File: src/rtl/pwm8_pkg.sv
package pwm8_pkg;

   typedef enum logic [1:0] {
      OM_OFF    = 2'd0,
      OM_TOGGLE = 2'd1,
      OM_CLEAR  = 2'd2,
      OM_SET    = 2'd3
   } out_mode_e;

   // number of low prescaler bits that must all be set for a step
   function automatic int sel_shift(input int sel);
      case (sel)
         2: return 3;
         3: return 5;
         4: return 6;
         5: return 7;
         6: return 8;
         7: return 10;
         default: return 0;
      endcase
   endfunction

endpackage

File: src/rtl/pwm8_prescale.sv
module pwm8_prescale #(
   parameter int PRE_W = 10
) (
   input  logic       clk,
   input  logic       rst,
   input  logic [2:0] sel,
   output logic       tick
);
   if (PRE_W < 10) begin : g_bad_pre
      $error("pwm8_prescale: PRE_W must cover the 1024 divider");
   end

   logic [PRE_W-1:0] pre_q;
   logic [7:0]       tap;

   always_ff @(posedge clk) begin
      if (rst) pre_q <= '0;
      else     pre_q <= pre_q + 1'b1;
   end

   assign tap[0] = 1'b0;
   assign tap[1] = 1'b1;

   for (genvar i = 2; i < 8; i++) begin : g_tap
      localparam int SH = pwm8_pkg::sel_shift(i);
      assign tap[i] = &pre_q[SH-1:0];
   end

   assign tick = tap[sel];
endmodule

File: src/rtl/pwm8_counter.sv
module pwm8_counter #(
   parameter int CNT_W = 8
) (
   input  logic             clk,
   input  logic             rst,
   input  logic             tick,
   input  logic             dual,
   output logic [CNT_W-1:0] cnt,
   output logic             step_up
);
   localparam logic [CNT_W-1:0] TOP = '1;
   localparam logic [CNT_W-1:0] ONE = CNT_W'(1);

   logic down_q;

   assign step_up = !dual || (cnt == '0) || ((cnt != TOP) && !down_q);

   always_ff @(posedge clk) begin
      if (rst) begin
         cnt    <= '0;
         down_q <= 1'b0;
      end else if (tick) begin
         cnt    <= step_up ? cnt + ONE : cnt - ONE;
         down_q <= dual && !step_up;
      end else if (!dual) begin
         down_q <= 1'b0;
      end
   end
endmodule

File: src/rtl/pwm8_ocunit.sv
module pwm8_ocunit #(
   parameter int CNT_W = 8
) (
   input  logic             clk,
   input  logic             rst,
   input  logic             tick,
   input  logic             dual,
   input  logic [1:0]       out_mode,
   input  logic [CNT_W-1:0] cnt,
   input  logic             step_up,
   input  logic             wr,
   input  logic [CNT_W-1:0] wdata,
   output logic [CNT_W-1:0] ocr_q,
   output logic             oc_q,
   output logic             match_q,
   output logic             ovf_q
);
   import pwm8_pkg::*;

   localparam logic [CNT_W-1:0] TOP      = '1;
   localparam logic [CNT_W-1:0] NEAR_TOP = {{(CNT_W-1){1'b1}}, 1'b0};
   localparam logic [CNT_W-1:0] ONE      = CNT_W'(1);

   logic [CNT_W-1:0] buf_q;
   logic             hit, to_bottom, xfer;
   logic             oc_d;
   out_mode_e        om;

   assign om        = out_mode_e'(out_mode);
   assign hit       = tick && (cnt == ocr_q);
   assign to_bottom = tick && (dual ? (!step_up && cnt == ONE) : (cnt == TOP));
   assign xfer      = tick && (dual ? (step_up && cnt == NEAR_TOP) : (cnt == TOP));

   always_comb begin
      oc_d = oc_q;
      if (dual) begin
         unique case (om)
            OM_CLEAR: if (hit) oc_d = !step_up;
            OM_SET:   if (hit) oc_d = step_up;
            default:  oc_d = oc_q;
         endcase
      end else begin
         unique case (om)
            OM_TOGGLE: if (hit) oc_d = !oc_q;
            OM_CLEAR: begin
               if (to_bottom)  oc_d = 1'b1;
               else if (hit)   oc_d = 1'b0;
            end
            OM_SET: begin
               if (to_bottom)  oc_d = 1'b0;
               else if (hit)   oc_d = 1'b1;
            end
            default: oc_d = oc_q;
         endcase
      end
   end

   always_ff @(posedge clk) begin
      if (rst) begin
         buf_q   <= '0;
         ocr_q   <= '0;
         oc_q    <= 1'b0;
         match_q <= 1'b0;
         ovf_q   <= 1'b0;
      end else begin
         if (wr)   buf_q <= wdata;
         if (xfer) ocr_q <= buf_q;
         oc_q    <= oc_d;
         match_q <= hit;
         ovf_q   <= to_bottom;
      end
   end
endmodule

File: src/rtl/pwm8_timer.sv
module pwm8_timer #(
   parameter int CNT_W = 8,
   parameter int PRE_W = 10
) (
   input  logic             clk,
   input  logic             rst,
   input  logic             wave_mode,
   input  logic [1:0]       out_mode,
   input  logic [2:0]       clk_sel,
   input  logic             cmp_wr,
   input  logic [CNT_W-1:0] cmp_wdata,
   output logic             wave_out,
   output logic [CNT_W-1:0] count,
   output logic             match_flag,
   output logic             ovf_flag
);
   if (CNT_W < 2) begin : g_bad_cnt
      $error("pwm8_timer: CNT_W must be at least 2");
   end

   logic             tick, step_up, oc_q, pin_en;
   logic [CNT_W-1:0] ocr_q;

   pwm8_prescale #(.PRE_W(PRE_W)) u_pre (
      .clk  (clk),
      .rst  (rst),
      .sel  (clk_sel),
      .tick (tick)
   );

   pwm8_counter #(.CNT_W(CNT_W)) u_cnt (
      .clk     (clk),
      .rst     (rst),
      .tick    (tick),
      .dual    (wave_mode),
      .cnt     (count),
      .step_up (step_up)
   );

   pwm8_ocunit #(.CNT_W(CNT_W)) u_oc (
      .clk      (clk),
      .rst      (rst),
      .tick     (tick),
      .dual     (wave_mode),
      .out_mode (out_mode),
      .cnt      (count),
      .step_up  (step_up),
      .wr       (cmp_wr),
      .wdata    (cmp_wdata),
      .ocr_q    (ocr_q),
      .oc_q     (oc_q),
      .match_q  (match_flag),
      .ovf_q    (ovf_flag)
   );

   assign pin_en   = out_mode[1] || (out_mode == 2'd1 && !wave_mode);
   assign wave_out = pin_en && oc_q;
endmodule

File: config.mk
export PLATFORM = sky130hd
export DESIGN_NAME = pwm8_timer
export DESIGN_NICKNAME = d
export VERILOG_FILES = /design/src/rtl/pwm8_pkg.sv /design/src/rtl/pwm8_prescale.sv /design/src/rtl/pwm8_counter.sv /design/src/rtl/pwm8_ocunit.sv /design/src/rtl/pwm8_timer.sv
export SDC_FILE = /design/constraint.sdc
export NUM_CORES = 1
export LEC_CHECK = 0
export BUFFER_PORTS_ARGS = -buffer_cell sky130_fd_sc_hd__clkbuf_2
export CORE_ASPECT_RATIO = 0.5
export CORE_UTILIZATION = 40
export CTS_CLUSTER_SIZE = 40
export DETAILED_ROUTE_END_ITERATION = 16
export PLACE_DENSITY = 0.65
export RECOVER_POWER = 100
export SETUP_SLACK_MARGIN = 0.2
export SYNTH_ARGS = -nofsm -noshare
export SYNTH_HDL_FRONTEND = slang
export SYNTH_SLANG_ARGS = --single-unit
File: constraint.sdc
create_clock -name clk -period 2.4 [get_ports clk]
set_input_delay 0.48 -clock clk [delete_from_list [all_inputs] [get_ports clk]]
set_output_delay 0.48 -clock clk [all_outputs]
set_load 0.05 [all_outputs]
# Word level (Yosys, flattened, before mapping)
# Index checks and enable logic that the tools add are counted.
[totals]
regBits = 38
latchBits = 0
mem_bits_rw = 0
rom_bits = 0
output_inout_bits = 11
memories = 0
[classes]
n_addsub = 3
mul = 0
div_mod_pow = 0
magnitude_cmp = 1
eq_ne = 15
shifts = 0
muxes = 17
n_bitwise = 0
reduce_logical = 25
[op_table]
columns = ["cell", "n"]
rows = [
  ["8-bit == test, second input constant", 2],
  ["7-bit AND reduction", 2],
  ["1-bit 2-to-1 mux", 13],
  ["10-bit by 1-bit adder with 10-bit output, second input constant", 1],
  ["10-bit AND reduction", 1],
  ["1-bit logical AND", 9],
  ["3-bit by 1-bit inequality test with 1-bit output, second input constant", 3],
  ["3-bit by 2-bit inequality test with 1-bit output, second input constant", 3],
  ["8-bit by 1-bit adder with 8-bit output, second input constant", 1],
  ["8-bit by 1-bit == test with 1-bit output, second input constant", 1],
  ["8-bit == test", 1],
  ["8-bit logical NOT", 1],
  ["8-bit 2-to-1 mux", 1],
  ["8-bit inequality test, second input constant", 1],
  ["8-bit AND reduction", 1],
  ["8-bit by 1-bit subtractor with 8-bit output, second input constant", 1],
  ["6-bit AND reduction", 1],
  ["5-bit AND reduction", 1],
  ["2-bit == test, second input constant", 2],
  ["1-bit logical NOT", 4],
  ["3-bit by 4-bit less-than comparator with 1-bit output, second input constant", 1],
  ["1-bit binary-select mux with 3-bit select", 1],
  ["1-bit logical OR", 3],
  ["1-bit case mux with 3 select lines", 1],
  ["other kinds (5)", 5],
]

# Logic depth before layout (Yosys ltp)
# Gate-level depths: netlist of the first run.
[logic_depth]
ltp_word = 10
mapped_depth = 10
mapped_depth_nobuf = 9

# By module
# From an unflattened synthesis of the first run, not the netlist that was laid out.
[unflattened]
cells_unflattened = 230
area_unflattened_um2 = 2124.5
[by_module_without_submodules]
columns = ["mod", "n_inst", "cells_each", "area_per_inst_um2"]
rows = [
  ["pwm8_ocunit", 1, 100, 997.2],
  ["pwm8_counter", 1, 75, 645.6],
  ["pwm8_prescale", 1, 53, 460.4],
  ["pwm8_timer", 1, 2, 21.3],
]

# Worst setup path after synthesis of the first run
# OpenSTA, ideal clock, no wires.
[synth_timing]
path_type = "register to register"
start = "register u_cnt.cnt[0]"
end = "register u_cnt.cnt[7]"
setup_time_ns = 0.116
arrival_ns = 2.487
t_required_ns = 2.284
slack_ns = -0.203
stages_incl_launch_ff = 9
n_path_buf = 0
synth_period_minus_slack_ns = 2.603
path_cell_list = "dfxtp_1 inv_1 ha_1 or3b_4 nor2_1 or4_1 a221oi_1 xnor2_1 nor2_1"
[synth_between]
elab_chain_len = 4
word_cells_on_any_way = 8
[synth_rtl]
columns = ["item", "line", "rtl"]
rows = [
  ["start: declaration", "pwm8_counter.sv:8", "output logic [CNT_W-1:0] cnt,"],
  ["start signal: assignment", "pwm8_counter.sv:23", "cnt <= step_up ? cnt + ONE : cnt - ONE;"],
  ["branches (longest 3 deep; another with 8-bit by 1-bit subtractor with 8-bit output)", "n/a", ""],
  ["8-bit 2-to-1 mux (*)", "pwm8_counter.sv:23", ""],
]
# Every way passes the cells marked *.
# A chain may end at the register's enable or synchronous reset.

# Worst setup path in the final report of the first run
[layout_timing]
start = "register u_pre.pre_q[1]"
end = "register u_oc.ocr_q[1]"
[layout_between]
elab_chain_len = 4
word_cells_on_any_way = 9
[layout_rtl]
columns = ["item", "line", "rtl"]
rows = [
  ["start: declaration", "pwm8_prescale.sv:13", "logic [PRE_W-1:0] pre_q;"],
  ["start signal: assignment", "pwm8_prescale.sv:18", "else pre_q <= pre_q + 1'b1;"],
  ["10-bit AND reduction, or another cell as far along", "pwm8_prescale.sv:26", "assign tap[i] = &pre_q[SH-1:0];"],
  ["1-bit binary-select mux with 3-bit select (*)", "pwm8_prescale.sv:29", "assign tick = tap[sel];"],
  ["1-bit 2-to-1 mux (not written as such) (*)", "pwm8_prescale.sv:29", ""],
  ["1-bit logical AND (*)", "pwm8_ocunit.sv:32", "assign xfer = tick && (dual ? (step_up && cnt == NEAR_TOP) : (cnt == TOP));"],
  ["end signal: assignment", "pwm8_ocunit.sv:67", "if (xfer) ocr_q <= buf_q;"],
  ["end: declaration", "pwm8_ocunit.sv:13", "output logic [CNT_W-1:0] ocr_q,"],
]
# Every way passes the cells marked *; elsewhere a longest branch is shown, timed or not. The select of a mux whose other input is x is not followed.

==> run_summary.xml, run 1 <==
<?xml version="1.0" encoding="UTF-8"?>
<metrics>
  <group name="status">
    <metric name="result_of_the_run" unit="">finished, final reports clean</metric>
  </group>
  <group name="sta">
    <metric name="max_slew_headroom" unit="">0.3402</metric>
    <metric name="clock.fmax" unit="MHz">440.6</metric>
    <metric name="finalClockSkew" unit="ns">0.01091</metric>
    <metric name="finalMaxSlewViolations" unit="">0</metric>
    <metric name="setup_viol" unit="">0</metric>
    <metric name="grt_setup_unrepaired" unit="">true</metric>
    <metric name="worst_hold_slack" unit="ns">0.4275</metric>
    <metric name="final.period_utilization" unit="">0.9456</metric>
    <metric name="worst_slew_pin_slew" unit="ns">0.9897</metric>
    <metric name="hold_viol" unit="">0</metric>
    <metric name="setup_tns" unit="ns">0</metric>
    <metric name="post-route-min-period" unit="ns">2.269</metric>
  </group>
  <group name="layout">
    <metric name="fillerInstances" unit="">425</metric>
    <metric name="drive_above_1_share" unit="">0.2500</metric>
    <metric name="final_core_util" unit="">0.5165</metric>
    <metric name="finish.net_count" unit="">279</metric>
    <metric name="synth_to_final_area_change" unit="%">17.47</metric>
    <metric name="antenna_cells" unit="">0</metric>
    <metric name="layout_common_cells" unit="">36 x sky130_fd_sc_hd__nor2_1, 28 x sky130_fd_sc_hd__dfxtp_1, 17 x sky130_fd_sc_hd__mux2i_1, 15 x sky130_fd_sc_hd__clkbuf_2, 14 x sky130_fd_sc_hd__clkbuf_1</metric>
    <metric name="layout.cells.non_filler" unit="">322</metric>
    <metric name="mostFrequentLayoutCell" unit="">sky130_fd_sc_hd__nor2_1</metric>
  </group>
  <group name="floorplan">
    <metric name="chipWidth" unit="um">103.2</metric>
    <metric name="top_level_ports" unit="">28</metric>
    <metric name="floorplan.initialDensity" unit="">0.4397</metric>
    <metric name="rows" unit="">17</metric>
    <metric name="design.die.area" unit="um2">5428</metric>
    <metric name="core" unit="um2">4658</metric>
    <metric name="die_height" unit="um">52.60</metric>
  </group>
  <group name="yosys">
    <metric name="synthesis.area" unit="um2">2048</metric>
    <metric name="synth_adder_area_share" unit="">0.04276</metric>
    <metric name="synth.ff_latch_count" unit="">38</metric>
    <metric name="synthXorXnorAreaFrac" unit="">0.09407</metric>
    <metric name="synth.avg_cell_area" unit="um2">9.268</metric>
    <metric name="syn_inst" unit="">221</metric>
    <metric name="combinational_family_with_the_most_area_after_synthesis" unit="">simple AND/OR/NAND/NOR gates</metric>
    <metric name="synth_warnings" unit="">0</metric>
    <metric name="simple_gate_area_share_of_the_yosys_netlist" unit="">0.2040</metric>
    <metric name="synthMuxAreaShare" unit="">0.08858</metric>
    <metric name="compound_cell_area_share_of_the_yosys_netlist" unit="">0.1252</metric>
    <metric name="yosysSeqAreaShare" unit="">0.3714</metric>
    <metric name="number_of_distinct_library_cells_after_synthesis" unit="">46</metric>
    <metric name="postSynthNetCount" unit="">245</metric>
  </group>
  <group name="global_route">
    <metric name="grt_pass1_wl" unit="um">7500</metric>
    <metric name="number_of_antenna_violations_at_the_first_check_in_global_routing" unit="">0</metric>
    <metric name="via_count_of_the_first_global_routing_pass" unit="">1640</metric>
    <metric name="gr-usage-all-layers" unit="">0.1817</metric>
    <metric name="grt.overflow.total" unit="">0</metric>
    <metric name="grt_start_max_net_pins" unit="">24</metric>
  </group>
  <group name="clock_tree">
    <metric name="clk_pin_slew" unit="ns">0.07</metric>
    <metric name="cts_hold_buffers" unit="">0</metric>
    <metric name="clock_tree.root_cell" unit="">sky130_fd_sc_hd__clkbuf_8</metric>
    <metric name="cts-root-to-sink-buffers" unit="">2</metric>
    <metric name="insertion_delay" unit="ns">0.29</metric>
    <metric name="htree_num_levels" unit="">2</metric>
    <metric name="cts_sinks" unit="">38</metric>
    <metric name="total_clock_buffers_created_by_cts" unit="">5</metric>
    <metric name="clock_tree_from_tritoncts" unit="">built</metric>
  </group>
  <group name="critical_path">
    <metric name="timing.critical_path.slowest_stage_cell" unit="">sky130_fd_sc_hd__or4_4</metric>
    <metric name="r2r_slack" unit="ns">0.13</metric>
    <metric name="critical_path.most_common_cell" unit="">sky130_fd_sc_hd__ha_4</metric>
    <metric name="critPathRequiredTime" unit="ns">2.57</metric>
    <metric name="critical-path-top-delay-family" unit="">simple AND/OR/NAND/NOR gates</metric>
    <metric name="crit_path_max_fanout" unit="">8</metric>
    <metric name="crit_path_start_kind" unit="">flip-flop</metric>
    <metric name="setup.worst_path.class" unit="">flip-flop to flip-flop</metric>
    <metric name="worst-endpoint-arrival" unit="ns">2.44</metric>
    <metric name="critPathCaptureType" unit="">flip-flop</metric>
    <metric name="critical-path-max-stage-delay" unit="ns">0.68</metric>
    <metric name="bufs_and_invs_on_worst_path" unit="">1</metric>
    <metric name="crit_path_cell_trace" unit="">ha_4 -&gt; and3_4 -&gt; ha_4 -&gt; inv_2 -&gt; a311oi_2 -&gt; a41oi_1 -&gt; or4_4 -&gt; mux2i_1 -&gt; nor2_1</metric>
  </group>
  <group name="pwr">
    <metric name="switchingPower" unit="uW">320.5</metric>
    <metric name="power_frac_clock" unit="">0.353</metric>
    <metric name="power.ir.vdd_worst" unit="mV">0.2574</metric>
    <metric name="p_leak" unit="uW">0.001035</metric>
    <metric name="sw_frac_of_total" unit="">0.2523</metric>
    <metric name="internal_power_of_the_cells" unit="uW">950.0</metric>
    <metric name="cellPowerDensity" unit="nW/um2">528.1</metric>
    <metric name="share_seq_of_total_power" unit="">0.518</metric>
    <metric name="power.share.combinational" unit="">0.128</metric>
  </group>
  <group name="min_path">
    <metric name="type_of_the_tightest_min_delay_check" unit="">input pin to flip-flop</metric>
  </group>
  <group name="drt">
    <metric name="drt_pre_antenna_iters" unit="">4</metric>
    <metric name="totalWireLength" unit="um">4453</metric>
    <metric name="detail_route.vias_per_cell" unit="">5.429</metric>
    <metric name="route.vias.total" unit="">1748</metric>
    <metric name="post_drt_wl_per_cell" unit="um">13.83</metric>
    <metric name="drt_drc_violations_left" unit="">0</metric>
    <metric name="drtAntennaViolNets" unit="">0</metric>
    <metric name="number_of_drc_markers_after_the_initial_detailed_route_iteration" unit="">154</metric>
  </group>
  <group name="flow_run">
    <metric name="max-cap-violations" unit="">0</metric>
  </group>
  <group name="place">
    <metric name="place.gp.congestion" unit="">0.8830</metric>
    <metric name="place.detailed.hpwl" unit="um">3112</metric>
    <metric name="port_buffers" unit="">27</metric>
    <metric name="dp_cells" unit="">305</metric>
  </group>
</metrics>
[power groups by stage]
stage / clock (uW) / combinational (uW) / sequential (uW)
floorplan: 0 / 91.3 / 682
global placement: 0 / 133 / 675
detailed placement: 0 / 136 / 676
CTS: 463 / 158 / 657
global route: 493 / 181 / 661
finish: 449 / 163 / 659
[worst register-to-register path, stage by stage (launching register included)]
cell and delay, ns:
sky130_fd_sc_hd__dfxtp_2 0.35, sky130_fd_sc_hd__ha_4 0.13, sky130_fd_sc_hd__and3_4 0.18, sky130_fd_sc_hd__ha_4 0.12
sky130_fd_sc_hd__inv_2 0.03, sky130_fd_sc_hd__a311oi_2 0.28, sky130_fd_sc_hd__a41oi_1 0.13, sky130_fd_sc_hd__or4_4 0.68
sky130_fd_sc_hd__mux2i_1 0.19, sky130_fd_sc_hd__nor2_1 0.06
[final timing paths]
path	end	depth (start not counted)	startpoint
setup reg to reg	u_oc.ocr_q[1]$_SDFFE_PP0P_	9	u_pre.pre_q[1]$_SDFF_PP0_
hold / removal	u_oc.buf_q[7]$_SDFFE_PP0P_	3	cmp_wdata[7]
setup / recovery	u_oc.ocr_q[1]$_SDFFE_PP0P_	9	u_pre.pre_q[1]$_SDFF_PP0_
hold reg to reg	u_oc.buf_q[0]$_SDFFE_PP0P_	2	u_oc.buf_q[0]$_SDFFE_PP0P_
[flip-flops by register name, summed over array words and instances (netlist names)]
register,flops
u_oc.match_q,1
u_oc.ovf_q,1
u_cnt.cnt,8
u_oc.oc_q,1
u_oc.ocr_q,8
u_cnt.down_q,1
u_pre.pre_q,10
u_oc.buf_q,8
[per-stage QoR]
step / instance area (um2) / total power [uW] / setup WS (ns)
2_1_floorplan: 2079 / 773.0 / 0.1877
3_3_place_gp: 2198 / 807.7 / 0.1385
3_5_place_dp: 2198 / 811.3 / 0.05301
4_1_cts: 2365 / 1279 / 0.2110
5_1_grt: 2406 / 1335 / 0.02811
6_report: 2406 / 1271 / 0.1306
[cell usage after synthesis (all sizes together)]
cell | n | share of area
inv | 6 | 0.011
o21ai | 3 | 0.013
o22ai | 1 | 0.0031
and4 | 1 | 0.0055
xor2 | 12 | 0.051
a311oi | 2 | 0.0086
ha | 7 | 0.043
a41oi | 2 | 0.012
a41o | 1 | 0.0049
a31oi | 2 | 0.0061
nor2 | 37 | 0.069
dfxtp | 38 | 0.37
buf | 10 | 0.057
nor2b | 4 | 0.012
o2111ai | 2 | 0.0086
xnor2 | 10 | 0.043
a21oi | 10 | 0.030
nor3 | 8 | 0.020
a211oi | 2 | 0.0073
clkbuf | 3 | 0.0055
nand2b | 1 | 0.0031
o211ai | 1 | 0.0037
a32oi | 1 | 0.0043
a2111oi | 1 | 0.0043
o31ai | 1 | 0.0037
a21boi | 1 | 0.0037
a31o | 1 | 0.0043
a221oi | 1 | 0.0043
nand4 | 1 | 0.0031
nand2 | 8 | 0.015
nor4 | 4 | 0.012
a21o | 1 | 0.0037
mux2 | 1 | 0.0055
nand3 | 10 | 0.024
mux2i | 17 | 0.083
and3 | 4 | 0.013
or4 | 5 | 0.022
or3b | 1 | 0.0055
[routing by layer]
layer	routed length [um]	vias up	track usage
li1	-	849	-
met1	2036	842	0.2353
met2	2102	53	0.2900
met3	280	4	0.04667
met4	34	0	0.07277
met5	0	-	0
[kinds of logic (layout without fill, tap and decap cells)]
kind of cell,Yosys count,after routing
compound gates,33,33
xor+xnor,22,22
fa+ha+maj,7,7
buf+inv,19,54
flops,38,38
mux,18,18
simple gates,84,84
[timing repair]
item,in CTS,in global routing
endpoints found under the hold margin,0,0
gates resized for setup,7,10
pin swaps,3,8
endpoints found under the setup margin,9,10
setup buffers,7,2
[final cells by class]
type / instances / area (um2) / share of cell area
multi-input cells: 164 / 1207 / 0.5018
flip-flops and latches: 38 / 783.3 / 0.3255
clock buffers: 8 / 90.09 / 0.03744
well taps: 66 / 82.58 / 0.03432
repair buffers: 40 / 217.7 / 0.09048
inverters: 6 / 25.02 / 0.01040
Note: power is estimated with default switching activity, not from simulation.
==> inputs of run 2 (changes only) <==
Settings changed: CORE_MARGIN set to 5, CTS_CLUSTER_DIAMETER set to 60, SYNTH_HIERARCHICAL set to 1.
==> run_summary.xml, run 2 <==
<?xml version="1.0" encoding="UTF-8"?>
<metrics>
  <group name="status">
    <metric name="result_of_the_run" unit="">finished, final reports clean</metric>
  </group>
  <group name="yosys">
    <metric name="primary_ff_master_synth" unit="">sky130_fd_sc_hd__dfxtp_1</metric>
    <metric name="synthMostInstantiatedCell" unit="">sky130_fd_sc_hd__dfxtp_1</metric>
    <metric name="synth_warnings" unit="">6</metric>
    <metric name="netlist_top_cells_count" unit="">38 x sky130_fd_sc_hd__dfxtp_1, 35 x sky130_fd_sc_hd__nor2_1, 20 x sky130_fd_sc_hd__mux2i_1</metric>
    <metric name="yosysSeqAreaShare" unit="">0.3581</metric>
    <metric name="synth.ff_latch_count" unit="">38</metric>
    <metric name="yosysTopAreaCell" unit="">sky130_fd_sc_hd__dfxtp_1</metric>
    <metric name="netlist.area_leader.share" unit="">0.3581</metric>
    <metric name="syn_inst" unit="">230</metric>
    <metric name="synth.avg_cell_area" unit="um2">9.237</metric>
    <metric name="netlist_top_cells_area" unit="">sky130_fd_sc_hd__dfxtp_1 36%, sky130_fd_sc_hd__mux2i_1 9.4%, sky130_fd_sc_hd__ha_1 6.5%</metric>
    <metric name="synth_edf_count" unit="">0</metric>
    <metric name="postSynthNetCount" unit="">259</metric>
    <metric name="number_of_distinct_library_cells_after_synthesis" unit="">53</metric>
    <metric name="async_flop_share" unit="">0</metric>
    <metric name="synthesis.area" unit="um2">2125</metric>
  </group>
  <group name="floorplan">
    <metric name="core" unit="um2">5022</metric>
    <metric name="chipWidth" unit="um">113.1</metric>
    <metric name="top_level_ports" unit="">28</metric>
    <metric name="die_height" unit="um">61.54</metric>
    <metric name="design.die.area" unit="um2">6957</metric>
    <metric name="rows" unit="">18</metric>
    <metric name="floorplan.initialDensity" unit="">0.4230</metric>
  </group>
  <group name="global_route">
    <metric name="grt_start_max_net_pins" unit="">18</metric>
    <metric name="grt_pass1_wl" unit="um">8825</metric>
    <metric name="via_count_of_the_first_global_routing_pass" unit="">1876</metric>
    <metric name="gr-usage-all-layers" unit="">0.1614</metric>
    <metric name="grt.overflow.total" unit="">0</metric>
    <metric name="number_of_antenna_violations_at_the_first_check_in_global_routing" unit="">0</metric>
  </group>
  <group name="critical_path">
    <metric name="critPathCaptureType" unit="">flip-flop</metric>
    <metric name="worst-endpoint-arrival" unit="ns">2.55</metric>
    <metric name="critPathRequiredTime" unit="ns">2.59</metric>
    <metric name="setup.worst_path.class" unit="">flip-flop to flip-flop</metric>
    <metric name="crit_path_max_fanout" unit="">5</metric>
    <metric name="crit_path_start_kind" unit="">flip-flop</metric>
  </group>
  <group name="place">
    <metric name="port_buffers" unit="">27</metric>
    <metric name="place.gp.congestion" unit="">0.8190</metric>
    <metric name="placement.cell_area" unit="um2">2484</metric>
    <metric name="place.detailed.hpwl" unit="um">3498</metric>
  </group>
  <group name="sta">
    <metric name="worst_slew_pin_slew" unit="ns">0.7103</metric>
    <metric name="max_slew_headroom" unit="">0.5265</metric>
    <metric name="post-route-min-period" unit="ns">2.363</metric>
    <metric name="finalMaxSlewViolations" unit="">0</metric>
    <metric name="finalClockSkew" unit="ns">0.007257</metric>
    <metric name="clock.fmax" unit="MHz">423.3</metric>
    <metric name="final.period_utilization" unit="">0.9844</metric>
    <metric name="setup_viol" unit="">0</metric>
    <metric name="hold_viol" unit="">0</metric>
    <metric name="grt_setup_unrepaired" unit="">true</metric>
  </group>
  <group name="flow_run">
    <metric name="max-cap-violations" unit="">0</metric>
  </group>
  <group name="pwr">
    <metric name="p_leak" unit="uW">0.001249</metric>
    <metric name="cellPowerDensity" unit="nW/um2">437.4</metric>
    <metric name="power.ir.vdd_worst" unit="mV">0.3177</metric>
  </group>
  <group name="min_path">
    <metric name="type_of_the_tightest_min_delay_check" unit="">input pin to flip-flop</metric>
  </group>
  <group name="drt">
    <metric name="drt_drc_violations_left" unit="">0</metric>
    <metric name="drt_pre_antenna_iters" unit="">4</metric>
    <metric name="drtAntennaViolNets" unit="">0</metric>
    <metric name="route.vias.total" unit="">1944</metric>
    <metric name="number_of_drc_markers_after_the_initial_detailed_route_iteration" unit="">142</metric>
    <metric name="totalWireLength" unit="um">5473</metric>
    <metric name="detail_route.vias_per_cell" unit="">5.240</metric>
    <metric name="post_drt_wl_per_cell" unit="um">14.75</metric>
  </group>
  <group name="layout">
    <metric name="antenna_cells" unit="">0</metric>
    <metric name="finish.instance_area" unit="um2">2914</metric>
    <metric name="flip_flop_count_of_the_largest_register_after_layout" unit="">10</metric>
    <metric name="mostFrequentLayoutCell" unit="">sky130_fd_sc_hd__nor2_1</metric>
    <metric name="registers.top_by_ff_count" unit="">u_pre/pre_q</metric>
    <metric name="layout_common_cells" unit="">34 x sky130_fd_sc_hd__nor2_1, 32 x sky130_fd_sc_hd__buf_4, 28 x sky130_fd_sc_hd__dfxtp_1, 20 x sky130_fd_sc_hd__mux2i_1, 15 x sky130_fd_sc_hd__clkbuf_2</metric>
    <metric name="final_core_util" unit="">0.5802</metric>
    <metric name="drive_above_1_share" unit="">0.3488</metric>
    <metric name="synth_to_final_area_change" unit="%">37.16</metric>
    <metric name="fillerInstances" unit="">433</metric>
    <metric name="finish.net_count" unit="">329</metric>
  </group>
  <group name="clock_tree">
    <metric name="clock_tree.root_cell" unit="">sky130_fd_sc_hd__clkbuf_8</metric>
    <metric name="insertion_delay" unit="ns">0.29</metric>
    <metric name="clk_pin_slew" unit="ns">0.07</metric>
    <metric name="cts_sinks" unit="">38</metric>
    <metric name="total_clock_buffers_created_by_cts" unit="">5</metric>
    <metric name="cts_hold_buffers" unit="">0</metric>
    <metric name="cts-root-to-sink-buffers" unit="">2</metric>
    <metric name="htree_num_levels" unit="">2</metric>
    <metric name="clock_tree_from_tritoncts" unit="">built</metric>
  </group>
</metrics>
-- run 2: what timing repair did --
action / in CTS / in global routing
pin swaps: 15 / 26
gates resized for setup: 10 / 23
cloned: 1 / 0
setup buffers: 24 / 6
endpoints found under the setup margin: 11 / 15
-- run 2: cell families after synthesis --
| logic type | synth area share |
|---|---|
| AOI/OAI and AO/OA | 0.1372 |
| xor gates and xnor gates | 0.06596 |
| buffers and inverters | 0.03239 |
| adders and majority gates | 0.07420 |
| and+or+nand+nor | 0.2326 |
| DFF | 0.3581 |
| muxes | 0.09953 |
-- run 2: report_power, final --
part,leakage (uW),switching (uW),internal [uW],total [uW]
logic,0.000882,93.1,72.1,165
clock network,0.0000515,224,231,455
registers,0.000316,14.2,640,654
total,0.00125,331,944,1270
-- run 2: worst max-delay path, stage by stage, from the launching register on --
cell	delay (ns)
sky130_fd_sc_hd__dfxtp_4	0.38
sky130_fd_sc_hd__nand4_1	0.17
sky130_fd_sc_hd__nor2_2	0.18
sky130_fd_sc_hd__buf_4	0.14
sky130_fd_sc_hd__o211a_4	0.24
sky130_fd_sc_hd__ha_4	0.23
sky130_fd_sc_hd__buf_4	0.14
sky130_fd_sc_hd__and4_1	0.21
sky130_fd_sc_hd__a21oi_2	0.17
sky130_fd_sc_hd__xnor2_2	0.14
sky130_fd_sc_hd__a21oi_1	0.08
sky130_fd_sc_hd__a31o_1	0.17
-- run 2: path summary, 6_finish.rpt --
path,from,to,slack (ns),cells after the start
max,u_cnt/cnt[6]$_SDFFE_PP0P_,u_cnt/cnt[7]$_SDFFE_PP0P_,0.04,11
min,cmp_wdata[1],u_oc/buf_q[1]$_SDFFE_PP0P_,0.42,3
max reg2reg,u_cnt/cnt[6]$_SDFFE_PP0P_,u_cnt/cnt[7]$_SDFFE_PP0P_,0.04,11
min reg2reg,u_pre/pre_q[9]$_SDFF_PP0_,u_pre/pre_q[9]$_SDFF_PP0_,0.49,2
-- run 2: through the flow --
step / power, uW / setup slack [ns] / TNS [ns] / std cells / hold slack (ns)
after floorplan: 765.6 / 0.1689 / 0 / 230 / 0.4318
after global placement: 813.4 / 0.1253 / 0 / 332 / 0.4462
after detailed placement: 816.6 / 0.07687 / 0 / 332 / 0.4611
after CTS: 1291 / 0.1655 / 0 / 365 / 0.4165
after global routing: 1335 / -0.08498 / -0.3649 / 371 / 0.4182
final: 1275 / 0.03746 / 0 / 371 / 0.4212
-- run 2: cell type report --
cell class	count	area, um2	area share
multi-input combinational	175	1443	0.4951
sequential	38	795.8	0.2731
timing repair buffer	68	446.7	0.1533
tap	70	87.58	0.03006
clock buffer	6	82.58	0.02834
inverter	12	47.55	0.01632
clock inverter	2	11.26	0.003864
-- run 2: per-layer routing --
metal	vias to the layer above	share of wire	track usage
li1	972	-	-
met4	0	0.019	0.06678
met1	927	0.47	0.1958
met5	-	0	0
met2	35	0.48	0.2904
met3	10	0.032	0.03140
